===== src/rtl/lbl_order_pkg.sv =====
// Package: shared label encoding and class indices for the ordering gate.
// Assumes two-bit labels; the spare code maps onto the ordinary class.
package lbl_order_pkg;
    localparam int LBL_W = 2;
    localparam int NCLS  = 3;
    localparam int CLS_W = 2;

    typedef enum logic [LBL_W-1:0] {
        LBL_ORD = 2'b00,
        LBL_ACQ = 2'b01,
        LBL_REL = 2'b10,
        LBL_SPR = 2'b11
    } lbl_e;

    localparam logic [CLS_W-1:0] C_ORD = 2'd0;
    localparam logic [CLS_W-1:0] C_ACQ = 2'd1;
    localparam logic [CLS_W-1:0] C_REL = 2'd2;

    // Map a label onto its counting class (spare code counts as ordinary).
    function automatic logic [CLS_W-1:0] cls_of(input logic [LBL_W-1:0] lbl);
        case (lbl)
            LBL_ACQ: cls_of = C_ACQ;
            LBL_REL: cls_of = C_REL;
            default: cls_of = C_ORD;
        endcase
    endfunction
endpackage


===== src/rtl/lbl_cls_counter.sv =====
// Module: outstanding-access counter for one label class.
// Counts up on issue, down on completion; a completion at zero is dropped.
// Assumes the issuing logic never raises inc while full is high.
module lbl_cls_counter #(
    parameter int CNT_W = 4
) (
    input  logic             clk,
    input  logic             rst_n,
    input  logic             inc,
    input  logic             dec,
    output logic [CNT_W-1:0] cnt,
    output logic             empty,
    output logic             full
);
    localparam logic [CNT_W-1:0] CNT_MAX = {CNT_W{1'b1}};

    logic             dec_ok;
    logic [CNT_W-1:0] cnt_nxt;

    assign dec_ok = dec && (cnt != '0);
    assign empty  = (cnt == '0);
    assign full   = (cnt == CNT_MAX);

    // Next count: net effect of one possible issue and one possible completion.
    always_comb begin
        cnt_nxt = cnt;
        if (inc && !dec_ok)
            cnt_nxt = cnt + 1'b1;
        else if (!inc && dec_ok)
            cnt_nxt = cnt - 1'b1;
    end

    // Count register with synchronous active-low reset.
    always_ff @(posedge clk) begin
        if (!rst_n)
            cnt <= '0;
        else
            cnt <= cnt_nxt;
    end

    p_no_overflow_r3: assert property (@(posedge clk) disable iff (!rst_n)
        inc |-> (cnt != CNT_MAX));

    p_dec_step_r9: assert property (@(posedge clk) disable iff (!rst_n)
        (dec && !inc && (cnt != '0)) |=> (cnt == $past(cnt) - 1'b1));

    p_zero_stays_r10: assert property (@(posedge clk) disable iff (!rst_n)
        (dec && !inc && (cnt == '0)) |=> (cnt == '0));
endmodule


===== src/rtl/lbl_issue_rule.sv =====
// Module: combinational issue permission for the head request.
// Takes the request class, the model select and per-class empty/full flags.
// Assumes the flags reflect counts registered at the start of the cycle.
module lbl_issue_rule
    import lbl_order_pkg::*;
(
    input  logic             mode_rel,
    input  logic [CLS_W-1:0] cls,
    input  logic [NCLS-1:0]  empty,
    input  logic [NCLS-1:0]  full,
    output logic             go
);
    logic order_ok;
    logic room_ok;

    // Ordering condition per model and class.
    always_comb begin
        order_ok = 1'b0;
        if (!mode_rel) begin
            case (cls)
                C_ORD:   order_ok = empty[C_ACQ] && empty[C_REL];
                default: order_ok = &empty;
            endcase
        end else begin
            case (cls)
                C_ORD:   order_ok = empty[C_ACQ];
                C_ACQ:   order_ok = empty[C_ACQ];
                default: order_ok = empty[C_ORD] && empty[C_REL];
            endcase
        end
    end

    // Counter room check for the request's own class.
    always_comb begin
        room_ok = !full[cls];
    end

    assign go = order_ok && room_ok;
endmodule


===== src/rtl/lbl_order_gate.sv =====
// Module: top of the labeled access ordering gate.
// Issues a labeled request to memory in the cycle it is accepted, when the
// selected model and the per-class outstanding counts allow it.
// Assumes memory always takes an issued access and returns one completion
// per issued access, tagged with the same label class.
module lbl_order_gate
    import lbl_order_pkg::*;
#(
    parameter int CNT_W = 4
) (
    input  logic             clk,
    input  logic             rst_n,
    input  logic             mode_rel,
    input  logic             req_valid,
    input  logic [LBL_W-1:0] req_label,
    output logic             req_ready,
    output logic             iss_valid,
    output logic [LBL_W-1:0] iss_label,
    input  logic             cpl_valid,
    input  logic [LBL_W-1:0] cpl_label
);
    logic [CLS_W-1:0] req_cls;
    logic [CLS_W-1:0] cpl_cls;
    logic [NCLS-1:0]  inc;
    logic [NCLS-1:0]  dec;
    logic [NCLS-1:0]  empty;
    logic [NCLS-1:0]  full;
    logic [CNT_W-1:0] cnt [NCLS];
    logic             go;

    // Class decode of the incoming request and completion.
    always_comb begin
        req_cls = cls_of(req_label);
        cpl_cls = cls_of(cpl_label);
    end

    lbl_issue_rule u_rule (
        .mode_rel (mode_rel),
        .cls      (req_cls),
        .empty    (empty),
        .full     (full),
        .go       (go)
    );

    assign req_ready = go;
    assign iss_valid = req_valid && go;
    assign iss_label = req_label;

    generate
        for (genvar k = 0; k < NCLS; k++) begin : g_cls
            assign inc[k] = iss_valid && (req_cls == CLS_W'(k));
            assign dec[k] = cpl_valid && (cpl_cls == CLS_W'(k));

            lbl_cls_counter #(.CNT_W(CNT_W)) u_cnt (
                .clk   (clk),
                .rst_n (rst_n),
                .inc   (inc[k]),
                .dec   (dec[k]),
                .cnt   (cnt[k]),
                .empty (empty[k]),
                .full  (full[k])
            );
        end
    endgenerate

    p_iss_needs_req_r2: assert property (@(posedge clk) disable iff (!rst_n)
        iss_valid |-> req_valid);

    p_one_class_r2: assert property (@(posedge clk) disable iff (!rst_n)
        $onehot0(inc));

    p_weak_ord_r4: assert property (@(posedge clk) disable iff (!rst_n)
        (iss_valid && !mode_rel && (req_cls == C_ORD))
            |-> (cnt[C_ACQ] == '0 && cnt[C_REL] == '0));

    p_weak_sync_r5: assert property (@(posedge clk) disable iff (!rst_n)
        (iss_valid && !mode_rel && (req_cls != C_ORD))
            |-> (cnt[C_ORD] == '0 && cnt[C_ACQ] == '0 && cnt[C_REL] == '0));

    p_rel_ord_r6: assert property (@(posedge clk) disable iff (!rst_n)
        (iss_valid && mode_rel && (req_cls == C_ORD)) |-> (cnt[C_ACQ] == '0));

    p_rel_acq_r7: assert property (@(posedge clk) disable iff (!rst_n)
        (iss_valid && mode_rel && (req_cls == C_ACQ)) |-> (cnt[C_ACQ] == '0));

    p_rel_rel_r8: assert property (@(posedge clk) disable iff (!rst_n)
        (iss_valid && mode_rel && (req_cls == C_REL))
            |-> (cnt[C_ORD] == '0 && cnt[C_REL] == '0));
endmodule


===== config.mk =====
export PLATFORM = sky130hd
export DESIGN_NAME = lbl_order_gate
export DESIGN_NICKNAME = d
export VERILOG_FILES = /design/src/rtl/lbl_order_pkg.sv /design/src/rtl/lbl_cls_counter.sv /design/src/rtl/lbl_issue_rule.sv /design/src/rtl/lbl_order_gate.sv
export SDC_FILE = /design/constraint.sdc
export NUM_CORES = 1
export LEC_CHECK = 0
export BUFFER_PORTS_ARGS = -buffer_cell sky130_fd_sc_hd__buf_4
export CORE_MARGIN = 3
export CORE_UTILIZATION = 56
export DETAILED_ROUTE_END_ITERATION = 8
export GPL_ROUTABILITY_DRIVEN = 0
export PLACE_DENSITY = 0.79
export SETUP_SLACK_MARGIN = 0.05
export SLEW_MARGIN = 20
export SYNTH_ARGS = -nofsm -noshare
export SYNTH_HDL_FRONTEND = slang
export SYNTH_SLANG_ARGS = --single-unit
export TNS_END_PERCENT = 1

===== constraint.sdc =====
create_clock -name clk -period 5.1 [get_ports clk]
set_input_delay 0.255 -clock clk [delete_from_list [all_inputs] [get_ports clk]]
set_output_delay 0.255 -clock clk [all_outputs]
set_load 0.05 [all_outputs]

## Yosys cells after proc, flatten, opt, wreduce, memory -nomap -nowiden

Cells that the tools add are included.

- Reduce and logical (&&, ||, !) cells: 39
- Mux-type cells: 13
- Equal/unequal tests: 11
- Order comparisons: 1
- Add/sub/neg operators: 6

Operator list:

| cell | count |
|---|---|
| two-way mux 4 bit | 6 |
| logical AND 1 bit | 19 |
| adder 4 x 1 -> 4 bit, second input constant | 3 |
| == test 4 bit, second input constant | 3 |
| zero test 4 bit | 3 |
| nonzero test 4 bit | 3 |
| subtractor 4 x 1 -> 4 bit, second input constant | 3 |
| == test 2 x 1 -> 1 bit, second input constant | 4 |
| == test 2 bit, second input constant | 4 |
| case mux 2 bit (2 select lines) | 2 |
| zero test 1 bit | 7 |
| nonzero test 2 bit | 3 |
| zero test 2 bit | 2 |
| two-way mux 1 bit | 4 |
| less-than comparator 2 x 3 -> 1 bit, second input constant | 1 |
| AND reduction 3 bit | 1 |
| binary-select mux 1 bit (select 2 bit) | 1 |
| OR reduction 2 bit | 1 |

- Input bits: 9
- Register bits after elaboration: 12
- Word-level logic and storage cells: 73
- Output and inout port bits: 4

## Logic depth before layout (Yosys ltp)

- Depth after elaboration: 13
- Mapped depth: 13
- Mapped depth without buffers: 13

## Cells and area by module

A second synthesis with hierarchy kept.

- Cells, all modules: 116
- Area total of the unflattened synthesis: 1029.7 sq um

Modules (own cells, without submodules):

| module | area an instance (sq um) | cells each | times used |
|---|---|---|---|
| lbl_cls_counter | 271.5 | 29 | 3 |
| lbl_order_gate | 150.1 | 19 | 1 |
| lbl_issue_rule | 65.1 | 10 | 1 |

## Worst setup path after synthesis

Ideal clock, no wire load.

- Path type: register to register
- From: register g_cls[0].u_cnt.cnt[0]
- To: register g_cls[2].u_cnt.cnt[3]
- Cell stages (with the launch flop): 12
- Data arrival time: 2.634 ns
- Library setup time: 0.072 ns
- Slack: 2.394 ns
- Cells stage by stage: dfxtp_1 -> or4_4 -> a211oi_2 -> o22ai_2 -> nor3_1 -> ha_1 -> inv_1 -> ha_1 -> a21oi_1 -> a211oi_1 -> a31oi_1 -> mux2i_1

- Longest elaborated chain between the ends: 10

RTL lines:

| element | line | text |
|---|---|---|
| start: declaration | lbl_cls_counter.sv:11 | `output logic [CNT_W-1:0] cnt,` |
| start signal: assignment | lbl_cls_counter.sv:38 | `cnt <= cnt_nxt;` |
| == test 4 bit or zero test 4 bit (tied branches) | lbl_cls_counter.sv:22, lbl_cls_counter.sv:21 |  |
| binary-select mux 1 bit (select 2 bit) (tied with other cells) | lbl_issue_rule.sv:35 | `room_ok = !full[cls];` |
| two-way mux 1 bit (on tied branches) | lbl_issue_rule.sv:35, lbl_issue_rule.sv:25, lbl_issue_rule.sv:20 |  |
| zero test 1 bit or two-way mux 1 bit (tied branches) | lbl_issue_rule.sv:35, lbl_issue_rule.sv:19 |  |
| logical AND 1 bit * | lbl_issue_rule.sv:38 | `assign go = order_ok && room_ok;` |
| logical AND 1 bit * | lbl_order_gate.sv:46 | `assign iss_valid = req_valid && go;` |
| logical AND 1 bit * | lbl_order_gate.sv:51 | `assign inc[k] = iss_valid && (req_cls == CLS_W'(k));` |
| zero test 1 bit | lbl_cls_counter.sv:29 | `else if (!inc && dec_ok)` |
| logical AND 1 bit | lbl_cls_counter.sv:29 |  |
| nonzero test 2 bit (no source line) | -- |  |
| end signal: assignment | lbl_cls_counter.sv:38 |  |
| end: declaration | lbl_cls_counter.sv:11 |  |

Every way passes the cells marked *; elsewhere a longest branch is shown, timed or not. The select of a mux whose other input is x is not followed.
A chain may end at the register's enable or synchronous reset.

## Worst setup path in the final report

- From: register g_cls[0].u_cnt.cnt[0]
- To: register g_cls[0].u_cnt.cnt[3]

- Longest elaborated chain between the ends: 10

RTL lines:

| element | line |
|---|---|
| == test 4 bit or zero test 4 bit (tied branches) | lbl_cls_counter.sv:22, lbl_cls_counter.sv:21 |
| binary-select mux 1 bit (select 2 bit) (tied with other cells) | lbl_issue_rule.sv:35 |
| two-way mux 1 bit (on tied branches) | lbl_issue_rule.sv:35, lbl_issue_rule.sv:25, lbl_issue_rule.sv:20 |
| zero test 1 bit or two-way mux 1 bit (tied branches) | lbl_issue_rule.sv:35, lbl_issue_rule.sv:19 |
| logical AND 1 bit | lbl_issue_rule.sv:38 |
| logical AND 1 bit | lbl_order_gate.sv:46 |
| logical AND 1 bit | lbl_order_gate.sv:51 |
| zero test 1 bit | lbl_cls_counter.sv:29 |
| logical AND 1 bit | lbl_cls_counter.sv:29 |
| nonzero test 2 bit (no source line) | -- |

Parallel ways exist; a longest one is shown, timed or not. The select of a mux whose other input is x is not followed.

==> flow_metrics.tcl <==
set metrics [dict create \
    vias_per_cell 5.46 \
    min_period_ns 3.01 \
    fmaxAchievable_mhz 332 \
    clk_root_buffer_cell "clkbuf_4" \
    final-hold-violation-count 0 \
    synth_seq_area_share 0.239 \
    muxShareOfSynthArea 0.0709 \
    largest_reg_flops 12 \
    cp-start-kind "flop" \
    cts_resized 0 \
    critPathArrivalTime_ns 3.21 \
    yosys_most_used_dff "dfxtp_1" \
    num_rows 14 \
    insertion_delay_ns 0.27 \
    finalNonFillerCells 148 \
    setup_viol 0 \
    status "finished clean" \
    ys_warn_count 0 \
    final_nets 152 \
    avgSynthCellArea_um2 8.75 \
    syn_to_final_growth_pct 11.2 \
    io_buffer_count 12 \
    leakage_uw 0.000496 \
    path_cells "or4_4, a211oi_2, o22ai_2, nor3_1, ha_1, inv_1, ha_1, a21oi_1, a211oi_1, a31oi_1, mux2i_1" \
    ctsHoldBuffers 0 \
    vias 808 \
    antenna_found_initial 0 \
    syn-instance-count 115 \
    synth_edf_count 0 \
    dr.pass1.iters 4 \
    cts_made_buffers 3 \
    reg_top3 "g_cls.u_cnt.cnt: 12 flops" \
    end_kind "flop" \
    timing.hold.ws_ns 0.308 \
    synthAdderAreaFrac 0.234 \
    clock-sinks 12 \
    cts_buffer_depth 2 \
    final_max_slew_viol_count 0 \
    tightest_slew_ns 0.431 \
    cts.htree.levels 1 \
    drt_iter0_markers 16 \
    crit_buf_inv 1 \
    synth_top_area_frac 0.239 \
    syn_area_um2 1010 \
    finClkSkew_ns 0.00389 \
    drv_cap 0 \
    peakVddDrop_v 0.000350 \
    grt_use_total 0.172 \
    core_area_um2 1590 \
    drc 0 \
    synth_top_family_by_area "adder cells" \
    num_io_pins 13 \
    yosys.area_share.simple 0.231 \
    avgRoutedWirePerCell_um 12.7 \
    post-route-period-util 0.590 \
    critPathSlowestCell "or4_4" \
    ant_nets 0 \
    placed_area_um2 1100 \
    hold_path.class "in -> reg" \
    dieWidth_um 48.4 \
    grt_start_max_net_pins 16 \
    path_max_fanout 5 \
    synth-xor-area-share 0.0522 \
    timing_worst_setup_path_type "reg -> reg" \
    routed_wl_mm 1.88 \
    die_h_um 48.4 \
    rsz0062_at_grt "false" \
    ys_ff_latch 12 \
    synthArstFlopShare 0 \
    max_slew_margin 0.713 \
    max_stage_delay_ns 0.58 \
    die-area_um2 2340 \
    cts_setup_buffers 0 \
    yosys-top-cells-area "dfxtp_1 (24%), ha_1 (17%), fa_1 (6.0%), mux2i_1 (6.0%), xnor2_1 (5.2%)" \
    required_ns 5.30 \
    antenna_cells 0 \
    fillers 130 \
    cp_top_family "compound AO/OA/AOI/OAI gates" \
    top_register "g_cls.u_cnt.cnt" \
    dp_cells 145 \
    start_util 0.631 \
    drive_gt1_frac 0.161 \
    cts_tree "built" \
    p_total_uw 504 \
    synth_cell_types 28 \
    grt_overflow 0 \
    finalSetupTns_ns 0 \
    grt_first_pass_wirelength_mm 3.19 \
    final_cell_area_um2 1120 \
    grt_pass1_vias 734 \
    hpwl_mm 1.48 \
    yosys.area.top_type "dfxtp_1" \
    crit_top_cell "ha_1" \
    synth.net_count 141 \
    synth_compound_area_frac 0.113 \
    power.density_nw_per_um2 451 \
    clk_pin_slew_ns 0.07 \
]
==> metrics by stage <==
step / utilization / setup slack (ns)
6_report: 0.702 / 2.09
5_1_grt: 0.702 / 1.88
4_1_cts: 0.702 / 2.07
3_5_place_dp: 0.688 / 2.09
3_3_place_gp: 0.688 / 2.22
2_1_floorplan: - / 2.39
==> kinds of logic (layout without fill, tap and decap cells) <==
| logic type | after synthesis | after routing |
|---|---|---|
| simple gates | 42 | 42 |
| mux | 7 | 7 |
| fa+ha+maj | 17 | 17 |
| xor+xnor | 6 | 6 |
| flops | 12 | 12 |
| compound gates | 17 | 17 |
| buf+inv | 14 | 23 |
==> worst paths after layout <==
check / from / endpoint / slack [ns] / cells after the start
setup / recovery: g_cls[0].u_cnt.cnt[0] / g_cls[0].u_cnt.cnt[3] / 2.09 / 11
hold reg to reg: g_cls[1].u_cnt.cnt[3] / g_cls[1].u_cnt.cnt[3] / 0.50 / 2
hold / removal: rst_n / g_cls[0].u_cnt.cnt[2] / 0.31 / 2
setup reg to reg: g_cls[0].u_cnt.cnt[0] / g_cls[0].u_cnt.cnt[3] / 2.09 / 11
==> synth_stat cells (4+ instances only) <==
library cell and number:
nor2_1 4, nand2_1 10, o21ai_0 5, and2_1 6, clkbuf_1 4, nand3_1 6, inv_1 8, xnor2_1 6
dfxtp_1 12, ha_1 14, mux2i_1 6
==> cell type report <==
| cell class | instances | area (µm²) | share of cell area |
|---|---|---|---|
| Inverter | 8 | 30.0 | 0.0268 |
| Sequential cell | 12 | 240 | 0.215 |
| Multi-Input combinational cell | 89 | 706 | 0.631 |
| Tap cell | 24 | 30.0 | 0.0268 |
| Clock buffer | 3 | 22.5 | 0.0201 |
| Timing Repair Buffer | 12 | 90.1 | 0.0805 |
==> where the power goes <==
group	total [µW]	internal, µW	switching (µW)
Clock	56.6	27.3	29.3
Combinational	295	136	159
Sequential	153	119	33.5
==> placed cells by master, fill, tap and decap left out, types with 4 or more instances in the layout <==
master   count
and2_1       6
buf_4       12
dfxtp_1     12
ha_1        14
inv_1        8
mux2i_1      6
nand2_1     10
nand3_1      6
nor2_1       4
o21ai_0      5
xnor2_1      6
==> layer usage <==
layer	wire (µm)	share of wire	track usage	vias to the layer above
met2	817	0.43	0.268	23
met5	0	0	0	-
li1	-	-	-	419
met4	16	0.0085	0.0664	0
met1	961	0.51	0.230	364
met3	87	0.046	0.0399	2
Note: power is estimated with default switching activity, not from simulation.
